==> src/rtl/isu_pkg.sv <==
package isu_pkg;
  localparam int unsigned REG_W = 8;

  typedef enum logic [2:0] {
    OP_WR_SRQ_EN = 3'd0,
    OP_WR_EVT_EN = 3'd1,
    OP_QRY_STB   = 3'd2,
    OP_POLL_STB  = 3'd3,
    OP_RD_EVT    = 3'd4
  } acc_op_e;

  // status byte positions
  localparam int unsigned STB_RAMP  = 7;
  localparam int unsigned STB_RQS   = 6;
  localparam int unsigned STB_ESUM  = 5;
  localparam int unsigned STB_ERR   = 4;
  localparam int unsigned STB_ALARM = 3;
  localparam int unsigned STB_VALID = 2;

  // event register positions
  localparam int unsigned EVT_PON = 7;
  localparam int unsigned EVT_CME = 5;
  localparam int unsigned EVT_EXE = 4;
  localparam int unsigned EVT_QYE = 2;
  localparam int unsigned EVT_OPC = 0;

  localparam logic [REG_W-1:0] STB_LATCH_MASK = 8'h9C;
  localparam logic [REG_W-1:0] STB_SUM_MASK   = 8'hBC;
  localparam logic [REG_W-1:0] EVT_IMPL_MASK  = 8'hB5;
endpackage

==> src/rtl/isu_sticky_reg.sv <==
module isu_sticky_reg #(
  parameter int unsigned         W    = 8,
  parameter logic [W-1:0]        IMPL = '1
) (
  input  logic         clk_i,
  input  logic         rst_ni,
  input  logic [W-1:0] set_i,
  input  logic         clr_i,
  output logic [W-1:0] q_o
);
  for (genvar i = 0; i < W; i++) begin : g_bit
    if (IMPL[i]) begin : g_flop
      logic q;
      // set beats clear so no report is lost
      always_ff @(posedge clk_i or negedge rst_ni) begin
        if (!rst_ni)       q <= 1'b0;
        else if (set_i[i]) q <= 1'b1;
        else if (clr_i)    q <= 1'b0;
      end
      assign q_o[i] = q;


      set_wins_chk: assert property (@(posedge clk_i) disable iff (!rst_ni)
        set_i[i] |=> q_o[i]);

      clr_bit_chk: assert property (@(posedge clk_i) disable iff (!rst_ni)
        (clr_i && !set_i[i]) |=> !q_o[i]);
    end else begin : g_zero
      assign q_o[i] = 1'b0;
    end
  end
endmodule

==> src/rtl/isu_mask_reg.sv <==
module isu_mask_reg #(
  parameter int unsigned W = 8
) (
  input  logic         clk_i,
  input  logic         rst_ni,
  input  logic         we_i,
  input  logic [W-1:0] d_i,
  output logic [W-1:0] q_o
);
  always_ff @(posedge clk_i or negedge rst_ni) begin
    if (!rst_ni)   q_o <= '0;
    else if (we_i) q_o <= d_i;
  end


  mask_hold_chk: assert property (@(posedge clk_i) disable iff (!rst_ni)
    !we_i |=> $stable(q_o));
endmodule

==> src/rtl/isu_srq_ctrl.sv <==
module isu_srq_ctrl #(
  parameter int unsigned  W        = 8,
  parameter logic [W-1:0] SUM_MASK = '1,
  parameter int unsigned  MASTER   = 6
) (
  input  logic [W-1:0] stb_i,
  input  logic [W-1:0] en_i,
  output logic         rqs_o,
  output logic         srq_no
);
  logic any_enabled;
  assign any_enabled = |(stb_i & en_i & SUM_MASK);
  assign rqs_o       = en_i[MASTER] & any_enabled;
  assign srq_no      = ~rqs_o;
endmodule

==> src/rtl/instr_status_unit.sv <==
module instr_status_unit
  import isu_pkg::*;
#(
  parameter int unsigned NUM_FAULT = 8
) (
  input  logic                 clk_i,
  input  logic                 rst_ni,
  input  logic                 ramp_done_i,
  input  logic                 reading_ok_i,
  input  logic                 alarm_i,
  input  logic [NUM_FAULT-1:0] fault_i,
  input  logic                 power_on_i,
  input  logic                 cmd_err_i,
  input  logic                 exec_err_i,
  input  logic                 query_err_i,
  input  logic                 op_done_i,
  input  logic                 acc_valid_i,
  input  logic [2:0]           acc_op_i,
  input  logic [REG_W-1:0]     acc_wdata_i,
  output logic [REG_W-1:0]     rdata_o,
  output logic                 rvalid_o,
  output logic                 srq_no
);
  acc_op_e op;
  assign op = acc_op_e'(acc_op_i);

  logic wr_srq_en, wr_evt_en, qry_stb, poll_stb, rd_evt, is_read;
  assign wr_srq_en = acc_valid_i && (op == OP_WR_SRQ_EN);
  assign wr_evt_en = acc_valid_i && (op == OP_WR_EVT_EN);
  assign qry_stb   = acc_valid_i && (op == OP_QRY_STB);
  assign poll_stb  = acc_valid_i && (op == OP_POLL_STB);
  assign rd_evt    = acc_valid_i && (op == OP_RD_EVT);
  assign is_read   = qry_stb || poll_stb || rd_evt;

  logic [REG_W-1:0] stb_set, evt_set;
  always_comb begin
    stb_set            = '0;
    stb_set[STB_RAMP]  = ramp_done_i;
    stb_set[STB_ERR]   = |fault_i;
    stb_set[STB_ALARM] = alarm_i;
    stb_set[STB_VALID] = reading_ok_i;
    evt_set            = '0;
    evt_set[EVT_PON]   = power_on_i;
    evt_set[EVT_CME]   = cmd_err_i;
    evt_set[EVT_EXE]   = exec_err_i;
    evt_set[EVT_QYE]   = query_err_i;
    evt_set[EVT_OPC]   = op_done_i;
  end

  logic [REG_W-1:0] stb_lat, evt_q, srq_en_q, evt_en_q;

  isu_sticky_reg #(.W(REG_W), .IMPL(STB_LATCH_MASK)) u_stb (
    .clk_i, .rst_ni, .set_i(stb_set), .clr_i(poll_stb), .q_o(stb_lat));

  isu_sticky_reg #(.W(REG_W), .IMPL(EVT_IMPL_MASK)) u_evt (
    .clk_i, .rst_ni, .set_i(evt_set), .clr_i(rd_evt), .q_o(evt_q));

  isu_mask_reg #(.W(REG_W)) u_srq_en (
    .clk_i, .rst_ni, .we_i(wr_srq_en), .d_i(acc_wdata_i), .q_o(srq_en_q));

  isu_mask_reg #(.W(REG_W)) u_evt_en (
    .clk_i, .rst_ni, .we_i(wr_evt_en), .d_i(acc_wdata_i), .q_o(evt_en_q));

  logic             evt_sum, rqs;
  logic [REG_W-1:0] stb_view, stb_full;
  assign evt_sum = |(evt_q & evt_en_q);

  always_comb begin
    stb_view           = stb_lat;
    stb_view[STB_ESUM] = evt_sum;
  end

  isu_srq_ctrl #(.W(REG_W), .SUM_MASK(STB_SUM_MASK), .MASTER(STB_RQS)) u_srq (
    .stb_i(stb_view), .en_i(srq_en_q), .rqs_o(rqs), .srq_no(srq_no));

  always_comb begin
    stb_full          = stb_view;
    stb_full[STB_RQS] = rqs;
  end

  // read port: one-cycle latency, value captured before any clear
  always_ff @(posedge clk_i or negedge rst_ni) begin
    if (!rst_ni) begin
      rvalid_o <= 1'b0;
      rdata_o  <= '0;
    end else begin
      rvalid_o <= is_read;
      if (is_read) rdata_o <= rd_evt ? evt_q : stb_full;
    end
  end


  srq_master_gate_chk: assert property (@(posedge clk_i) disable iff (!rst_ni)
    !srq_en_q[STB_RQS] |-> srq_no);

  esum_drop_chk: assert property (@(posedge clk_i) disable iff (!rst_ni)
    (rd_evt && !(|evt_set) && !wr_evt_en) |=> !stb_view[STB_ESUM]);

  rvalid_src_chk: assert property (@(posedge clk_i) disable iff (!rst_ni)
    rvalid_o |-> $past(is_read));

  stb_low_zero_chk: assert property (@(posedge clk_i) disable iff (!rst_ni)
    (rvalid_o && !$past(rd_evt)) |-> (rdata_o[1:0] == 2'b00));

  rqs_live_chk: assert property (@(posedge clk_i) disable iff (!rst_ni)
    (rvalid_o && !$past(rd_evt)) |-> (rdata_o[STB_RQS] == !$past(srq_no)));
endmodule

==> config.mk <==
export PLATFORM = sky130hd
export DESIGN_NAME = instr_status_unit
export DESIGN_NICKNAME = d
export VERILOG_FILES = /design/src/rtl/isu_pkg.sv /design/src/rtl/isu_sticky_reg.sv /design/src/rtl/isu_mask_reg.sv /design/src/rtl/isu_srq_ctrl.sv /design/src/rtl/instr_status_unit.sv
export SDC_FILE = /design/constraint.sdc
export NUM_CORES = 1
export LEC_CHECK = 0
export CAP_MARGIN = 20
export CORE_MARGIN = 2
export CORE_UTILIZATION = 47
export CTS_CLUSTER_DIAMETER = 80
export DETAILED_ROUTE_END_ITERATION = 10
export MAX_ROUTING_LAYER = met4
export PLACE_DENSITY = 0.82
export SYNTH_ARGS = -nofsm -noshare
export SYNTH_HDL_FRONTEND = slang
export SYNTH_SLANG_ARGS = --single-unit
==> constraint.sdc <==
create_clock -name clk_i -period 2.5 [get_ports clk_i]
set_clock_uncertainty 0.2 [all_clocks]
set_input_delay 0.375 -clock clk_i [delete_from_list [all_inputs] [get_ports clk_i]]
set_output_delay 0.375 -clock clk_i [all_outputs]
set_load 0.01 [all_outputs]
== Yosys cells after proc, flatten, opt, wreduce, memory -nomap -nowiden ==
Index checks and enable logic that the tools add are counted.
Widths: inputs -> output; s select.

* Eq/ne operators: 4
* Bitwise operators: 4
* Reductions and logical operators: 20
* Multiplexer cells: 12

{| class="wikitable"
|+ Operators by type and width
! kind !! count
|-
| $reduce_bool 2->1 || 9
|-
| $and 8x8->8 || 2
|-
| $reduce_or 8->1 || 2
|-
| $mux 1 || 11
|-
| $mux 8 || 1
|-
| $eq 3x2->1 const B || 2
|-
| $logic_and 1x1->1 || 5
|-
| $reduce_or 5->1 || 1
|-
| $eq 3x1->1 const B || 1
|-
| $eq 3x3->1 const B || 1
|-
| $logic_not 3->1 || 1
|-
| $logic_or 1x1->1 || 2
|-
| $and 1x1->1 || 1
|-
| $not 1->1 || 1
|}

* Register bits: 34
* Logic and storage cells: 53
* Bits of input ports: 30
* Output and inout port bits: 10

== Logic depth before layout (Yosys ltp) ==
Gate-level depths: netlist of the first run.

* Depth in word-level cells: 6
* Gate-level depth with buffers: 4
* Mapped depth without buffers: 3

== By module ==
Synthesis of the first run repeated with hierarchy kept, for this count alone.

* Cell total of the unflattened synthesis: 124
* Area, all modules: 1,645.3 um2

{| class="wikitable"
|+ By module, submodules not included
! module !! times used !! sequential area each (um2) !! area each (um2) !! cells an instance
|-
| isu_mask_reg || 2 || 200.2 || 331.6 || 17
|-
| instr_status_unit || 1 || 225.2 || 520.5 || 47
|-
| isu_sticky_reg (u_evt) || 1 || 125.1 || 230.2 || 20
|-
| isu_sticky_reg (u_stb) || 1 || 100.1 || 197.7 || 18
|-
| isu_srq_ctrl || 1 || 0.0 || 33.8 || 5
|}

== Least setup slack after synthesis of the first run ==
No wires, ideal clock.

* Kind: reg2out
* Start: reg u_evt.g_bit[4].g_flop.q
* End: out srq_no
* Data required time: 1.925 ns
* Cell stages (with the launch flop): 4
* Arrival time: 1.113 ns
* Buffers on the path: 0
* Path slack: 0.812 ns
* Path through: dfrtp_1 > a222oi_1 > nand2_1 > a31oi_1

* Word-level cells in the longest chain between the ends: 6

{| class="wikitable"
|+ Ends and longest elaborated chain
! element !! line !! RTL
|-
| from (decl) || isu_sticky_reg.sv:13 || <nowiki>logic q;</nowiki>
|-
| from (signal assigned) || isu_sticky_reg.sv:16 || <nowiki>if (!rst_ni) q <= 1'b0;</nowiki>
|-
| from (signal assigned) || isu_sticky_reg.sv:17 || <nowiki>else if (set_i[i]) q <= 1'b1;</nowiki>
|-
| from (signal assigned) || isu_sticky_reg.sv:18 || <nowiki>else if (clr_i) q <= 1'b0;</nowiki>
|-
| $and 8x8->8 || instr_status_unit.sv:66 || <nowiki>assign evt_sum = |(evt_q & evt_en_q);</nowiki>
|-
| $reduce_or 8->1 || instr_status_unit.sv:66 ||
|-
| $and 8x8->8 || isu_srq_ctrl.sv:12 || <nowiki>assign any_enabled = |(stb_i & en_i & SUM_MASK);</nowiki>
|-
| $reduce_or 5->1 || isu_srq_ctrl.sv:12 ||
|-
| $and 1x1->1 || isu_srq_ctrl.sv:13 || <nowiki>assign rqs_o = en_i[MASTER] & any_enabled;</nowiki>
|-
| $not 1->1 || isu_srq_ctrl.sv:14 || <nowiki>assign srq_no = ~rqs_o;</nowiki>
|-
| to (decl) || instr_status_unit.sv:22 || <nowiki>output logic srq_no</nowiki>
|}

Every way passes these cells.

== Worst setup path in the final report of the first run ==
* Start: reg u_evt_en.q_o[4]
* End: out srq_no

* Word-level cells in the longest chain between the ends: 6

{| class="wikitable"
|+ Ends and longest elaborated chain
! element !! line !! RTL
|-
| from (decl) || isu_mask_reg.sv:8 || <nowiki>output logic [W-1:0] q_o</nowiki>
|-
| from (signal assigned) || isu_mask_reg.sv:12 || <nowiki>else if (we_i) q_o <= d_i;</nowiki>
|-
| $and 8x8->8 || instr_status_unit.sv:66 ||
|-
| $reduce_or 8->1 || instr_status_unit.sv:66 ||
|-
| $and 8x8->8 || isu_srq_ctrl.sv:12 ||
|-
| $reduce_or 5->1 || isu_srq_ctrl.sv:12 ||
|-
| $and 1x1->1 || isu_srq_ctrl.sv:13 ||
|-
| $not 1->1 || isu_srq_ctrl.sv:14 ||
|}

Every way passes these cells.

==> results of run 1 <==
[flip-flops by register name, summed over array words and instances (netlist names)]
register / flops
rvalid_o: 1
u_evt_en.q_o: 5
u_evt.g_bit.g_flop.q: 5
u_stb.g_bit.g_flop.q: 4
u_srq_en.q_o: 6
rdata_o: 7
[worst max-delay path, stage by stage (launching register included)]
cell	delay, ps
dfrtp_1	420
a222oi_1	450
nand2_1	140
a31oi_1	230
dlygate4sd2_1	290
[path summary, 6_finish.rpt]
path,startpoint,slack (ps),end
max,u_evt_en.q_o[4],90,srq_no
min,rst_ni,210,rdata_o[4]
max reg2reg,u_evt_en.q_o[4],910,rdata_o[6]
min reg2reg,rdata_o[2],290,rdata_o[2]
max in group asynchronous,rst_ni,1620,u_evt_en.q_o[7]
min in group clk_i,rdata_o[2],290,rdata_o[2]
[cells in the mapped netlist (2+ instances only)]
library cell,count,share of area [%]
a21oi_1,2,0.85
and4bb_2,2,2.1
a21o_1,11,7.0
a22oi_1,3,1.9
and3_1,2,1.1
mux2_2,10,9.5
a22o_1,5,3.7
nor4_1,2,1.1
dfrtp_1,28,59
nand2_1,3,0.95
inv_1,2,0.64
[cell usage in the layout, fill, tap and decap left out]
cell	count
buf_4	2
o21ai_0	1
a21oi_1	2
nand4b_1	1
and3b_1	1
inv_1	2
mux2_2	10
a211o_1	1
nand3b_1	1
dlygate4sd2_1	1
nor4_1	2
nand2_1	3
and3_1	2
a22oi_1	3
conb_1	1
a21o_1	11
a222oi_1	1
clkbuf_8	1
clkdlybuf4s50_1	36
a22o_1	5
dfrtp_1	28
a31oi_1	1
nor4b_4	1
and4bb_2	2
nor2_2	1
a211oi_1	1
nand3_1	1
clkbuf_4	3
a221o_1	1
nand4bb_1	1
[metal layers]
layer / global-route usage, % / vias up / wire, um
li1: - / 413 / -
met1: 25.72 / 436 / 1067
met2: 32.13 / 25 / 1293
met3: 0.8333 / 2 / 93
met4: 7.500 / 0 / 20
met5: - / - / 0
[where the power goes]
group | internal (W) | total [W] | switching (W) | leakage, nW
logic | 0.000150 | 0.000239 | 0.0000888 | 0.351
clock network | 0.0000890 | 0.000211 | 0.000122 | 0.0210
registers | 0.000519 | 0.000563 | 0.0000438 | 0.311
[metrics by stage]
stage | cells | hold WS, ps
after floorplan | 86 | -120.6
after global placement | 153 | 258.7
after detailed placement | 153 | 268.7
after CTS | 157 | 215.3
after global routing | 157 | 245.0
final | 157 | 214.7
[timing repair]
item | 4_1_cts | 5_1_grt
gates resized for setup | 1 | 0
setup endpoints to repair | 1 | 0
setup buffers | 0 | 0
endpoints found under the hold margin | 0 | 0
hold buffers | 0 | 0
[final cells by class]
class                           count  area, um^2  area share (%)
Sequential cell                    28       700.7           43.21
Multi-Input combinational cell     54       455.4           28.09
Timing Repair Buffer               39       384.1           23.69
Tap cell                           30       37.54           2.315
Clock buffer                        4       36.28           2.238
Inverter                            2       7.507          0.4630
[kinds of logic (layout without fill, tap and decap cells)]
family	Yosys count	after routing
flops	28	28
compound gates	27	27
buf+inv	4	45
mux	10	10
other cells	1	1
simple gates	16	16
==> reports/results.tsv, run 1 <==
stage	metric	value	unit
detailed_routing	viasPerCell	5.580	
synth	synth-compound-area-share	17.46	%
global_routing	antenna_found_initial	0	
synth	ys_async_sr_fraction	100.0	%
floorplan	ios	40	
worst_setup_path	worstSetupPathType	reg2out	
global_routing	overflow	0	
layout	final_area	1622	um^2
power	power	0.001013	W
clock_network	clock_sinks	28	
timing	timing.final.ws_setup	92.45	ps
synth	synthesis.area	1182	um^2
synth	synth_top_family_by_area	compound AO/OA/AOI/OAI gates	
global_routing	grt_max_degree	29	
worst_setup_path	cp.arrival	1830	ps
synth	yosys.cell_types.count	27	
synth	syn_nets	116	
detailed_routing	route.detailed.drc	0	
run	drv_cap	0	
synth	synthAdderAreaFrac	0	%
floorplan	die_area	2933	um^2
timing	finalSetupViolations	0	
worst_setup_path	crit_required	1920	ps
placement	place_congestion	0.8390	
synth	synth_top_flop_cell	dfrtp_1	
placement	dpl_cell_area	1587	um^2
synth	seq_area_frac_synth	59.26	%
synth	syn_inst	86	
detailed_routing	vias	876	
floorplan	core-area	2432	um^2
clock_network	cts_tree	yes	
layout	nets	158	
placement	dpl.hpwl	1.940	mm
timing	final_min_period_over_clock_period	96.30	%
worst_hold_path	hold_path_class	in2async	
timing	maxSlewViolCount	0	
clock_network	h-tree-depth	1	
synth	synthMuxAreaShare	9.524	%
layout	diodes	0	
global_routing	grt_pass1_vias	873	
layout	syn_to_final_growth	37.14	%
placement	io_buffers	37	
worst_setup_path	crit_path_max_fanout	2	
global_routing	grt_pass1_wl	4.008	mm
synth	synth_edf_count	0	
placement	pre_cts_slack	213.3	ps
synth	synthSimpleGateAreaFrac	11.22	%
detailed_routing	wl_per_cell	15.76	um
worst_setup_path	endpoint_kind	primary output	
global_routing	grtUsageTotal	19.59	%
timing	hold_viol_final	0	
synth	ys_warn_count	0	
detailed_routing	ant_nets	0	
floorplan	initial_core_util	48.61	%
clock_network	clock_latency	320	ps
synth	ys_seq_elements	28	
floorplan	die_x	54.16	um
layout	drive_above_1_share	15.75	%
detailed_routing	drt_iter0_markers	20	
clock_network	clockBufferDepth	2	
synth	synth_xor_area_share	0	%
clock_network	numCtsBuffers	3	
synth	avgSynthCellArea	13.75	um^2
layout	n_fill_cell	189	
timing	rsz0062_at_grt	false	
timing	period_minus_slack	2408	ps
power	vdd_drop_max	0.4786	mV
detailed_routing	dr.pass1.iters	4	
status	status	finished, final reports clean	
layout	final_util	66.67	%
timing	max_freq	0.4154	GHz
floorplan	die_y	54.16	um
timing	finalSetupTns	0	ps
power	leakagePower	0.6835	nW
worst_setup_path	start_kind	flip-flop	
power	power.density	624.6	nW/um^2
clock_network	cts.clk_slew.worst_paths	140	ps
worst_setup_path	worstRegToRegCells	3	
floorplan	row_count	18	
clock_network	root_buffer	clkbuf_4	
detailed_routing	wl	2.475	mm
No activity file was read; power rests on OpenSTA's default activity.
==> run 2, diff against run 1 <==
--- a/config.mk
+++ b/config.mk
@@ -11,7 +11,7 @@
 export CTS_CLUSTER_DIAMETER = 80
 export DETAILED_ROUTE_END_ITERATION = 10
 export MAX_ROUTING_LAYER = met4
-export PLACE_DENSITY = 0.82
+export PLACE_DENSITY = 0.79
 export SYNTH_ARGS = -nofsm -noshare
 export SYNTH_HDL_FRONTEND = slang
 export SYNTH_SLANG_ARGS = --single-unit
==> run 2 against run 1 <==
Die area did not move. Critical path depth did not move. Critical endpoint unchanged. Combinational power barely moved. Clock power fell by 18%. Setup slack improved by 71 ps. Highest routed layer unchanged. Via count fell by 0.34%. Sequential cell count did not move. Critical path type unchanged. Largest power group unchanged.
==> reports/results.tsv, run 2 (synthesized netlist as in run 1, its figures left out) <==
stage	metric	value	unit	change
placement	io_buffers	37		unchanged
layout	layout_commonest_cell	clkdlybuf4s50_1		
timing	final_min_period_over_clock_period	93.48	%	-2.8 points
layout	largest_register_ffs	7		unchanged
run	drv_cap	0		unchanged
worst_setup_path	critical_path_buf_inv_count	1		unchanged
detailed_routing	wl_per_cell	16.17	um	+2.6%
placement	dpl.hpwl	2.039	mm	+5.1%
layout	largest-register	rdata_o		
detailed_routing	route.detailed.drc	0		unchanged
layout	final_area	1608	um^2	-0.85%
worst_setup_path	crit_chain	a222oi_1 > nand2_1 > a31oi_1 > dlygate4sd2_1		
placement	placed_cells	153		unchanged
global_routing	grtUsageTotal	21.71	%	+2.1 points
clock_network	h-tree-depth	1		unchanged
worst_setup_path	worstSetupPathType	reg2out		
timing	finalSetupViolations	0		unchanged
detailed_routing	ant_nets	0		unchanged
floorplan	initial_core_util	48.61	%	unchanged
clock_network	clock_sinks	28		unchanged
worst_setup_path	cp.arrival	1760	ps	-70 ps
global_routing	overflow	0		unchanged
placement	place_congestion	0.7595		-9.5%
global_routing	grt_pass1_wl	4.347	mm	+8.5%
status	status	finished, final reports clean		
timing	hold_slack	213.8	ps	-0.8830 ps
timing	period_minus_slack	2337	ps	-70.55 ps
layout	biggestRegsByFlops	rdata_o: 7 flops, u_srq_en.q_o: 6 flops		
detailed_routing	dr.pass1.iters	4		unchanged
layout	nets	158		unchanged
layout	diodes	0		unchanged
global_routing	grt_pass1_vias	934		+7.0%
power	power.density	604.7	nW/um^2	-3.2%
layout	fin_cells	156		-0.64%
floorplan	core-area	2432	um^2	unchanged
layout	syn_to_final_growth	35.98	%	
timing	hold_viol_final	0		unchanged
clock_network	cts.clk_slew.worst_paths	130	ps	about the same
worst_setup_path	crit_family	compound AO/OA/AOI/OAI gates		
clock_network	numCtsBuffers	3		unchanged
worst_setup_path	crit_required	1920	ps	about the same
clock_network	cts_tree	yes		
floorplan	die_area	2933	um^2	unchanged
power	leakagePower	0.6763	nW	-1.1%
worst_setup_path	endpoint_kind	primary output		
placement	pre_cts_slack	225.4	ps	+12.09 ps
detailed_routing	drt_iter0_markers	19		-5.0%
detailed_routing	viasPerCell	5.596		+0.30%
floorplan	die_x	54.16	um	unchanged
worst_setup_path	start_kind	flip-flop		
detailed_routing	vias	873		-0.34%
power	vdd_drop_max	0.4834	mV	+1.0%
timing	maxSlewViolCount	0		unchanged
clock_network	root_buffer	clkbuf_4		
timing	finalSetupTns	0	ps	unchanged
clock_network	clock_latency	320	ps	about the same
detailed_routing	wl	2.523	mm	+1.9%
floorplan	row_count	18		unchanged
clock_network	clockBufferDepth	2		unchanged
timing	max_freq	0.4279	GHz	+3.0%
timing	rsz0062_at_grt	false		
worst_setup_path	crit_path_max_fanout	3		+1
global_routing	grt_max_degree	29		unchanged
timing	timing.final.ws_setup	163.0	ps	+70.55 ps
worst_hold_path	hold_path_class	in2async		
clock_network	cts_setup_buffers	0		unchanged
layout	drive_above_1_share	15.08	%	-0.67 points
global_routing	antenna_found_initial	0		unchanged
layout	final_cell_mix	36 x clkdlybuf4s50_1, 28 x dfrtp_1, 11 x a21o_1		
clock_network	hold_buffers	0		unchanged
worst_setup_path	max_stage_delay	430	ps	-20 ps
floorplan	die_y	54.16	um	unchanged
placement	dpl_cell_area	1587	um^2	unchanged
floorplan	ios	40		unchanged
worst_setup_path	crit_slowest_cell	dfrtp_1		
==> run 2: per-stage QoR <==
step	utilization [%]	power, W
finish	66.10	0.0009723
global route	66.10	0.001034
CTS	66.10	0.0009854
detailed placement	65.23	0.0008152
global placement	65.23	0.0008006
floorplan	-	0.0006697
==> run 2: worst register-to-register path, stage by stage, from the launching register on <==
cell	delay (ps)
dfrtp_1	430
a222oi_1	400
nand2_1	140
a211o_1	280
==> run 2: final cells by class <==
cell class / count / area [um^2]
fillers: 203 / 824.5
flip-flops and latches: 28 / 700.7
multi-input cells: 54 / 455.4
repair buffers: 39 / 384.1
well taps: 30 / 37.54
clock buffers: 3 / 22.52
inverters: 2 / 7.507
==> run 2: worst paths after layout <==
| path | start | end | slack, ps | depth (start not counted) |
|---|---|---|---|---|
| max | u_evt.g_bit[4].g_flop.q | srq_no | 160 | 4 |
| min | rst_ni | rdata_o[3] | 210 | 2 |
| max reg2reg | u_evt.g_bit[4].g_flop.q | rdata_o[6] | 960 | 3 |
| min reg2reg | rdata_o[7] | rdata_o[7] | 290 | 1 |
| max in group asynchronous | rst_ni | u_evt_en.q_o[5] | 1640 | 2 |
| min in group clk_i | rdata_o[7] | rdata_o[7] | 290 | 1 |
==> run 2: report_power, final <==
part	internal [W]	switching (W)
Clock	0.0000565	0.000117
Sequential	0.000519	0.0000429
Combinational	0.000150	0.0000868
Total	0.000725	0.000247
==> run 2: what timing repair did <==
action / 4_1_cts / 5_1_grt
endpoints found under the setup margin: 1 / 0
gates resized for setup: 1 / 0
endpoints found under the hold margin: 0 / 0
==> run 2: routing by layer <==
layer  up-vias  track usage (%)  share of wire [%]
met5         -                -                  0
met3         4            5.556                4.8
met1       435            26.07                 42
met4         0            5.417               0.99
li1        411                -                  -
met2        23            36.35                 52
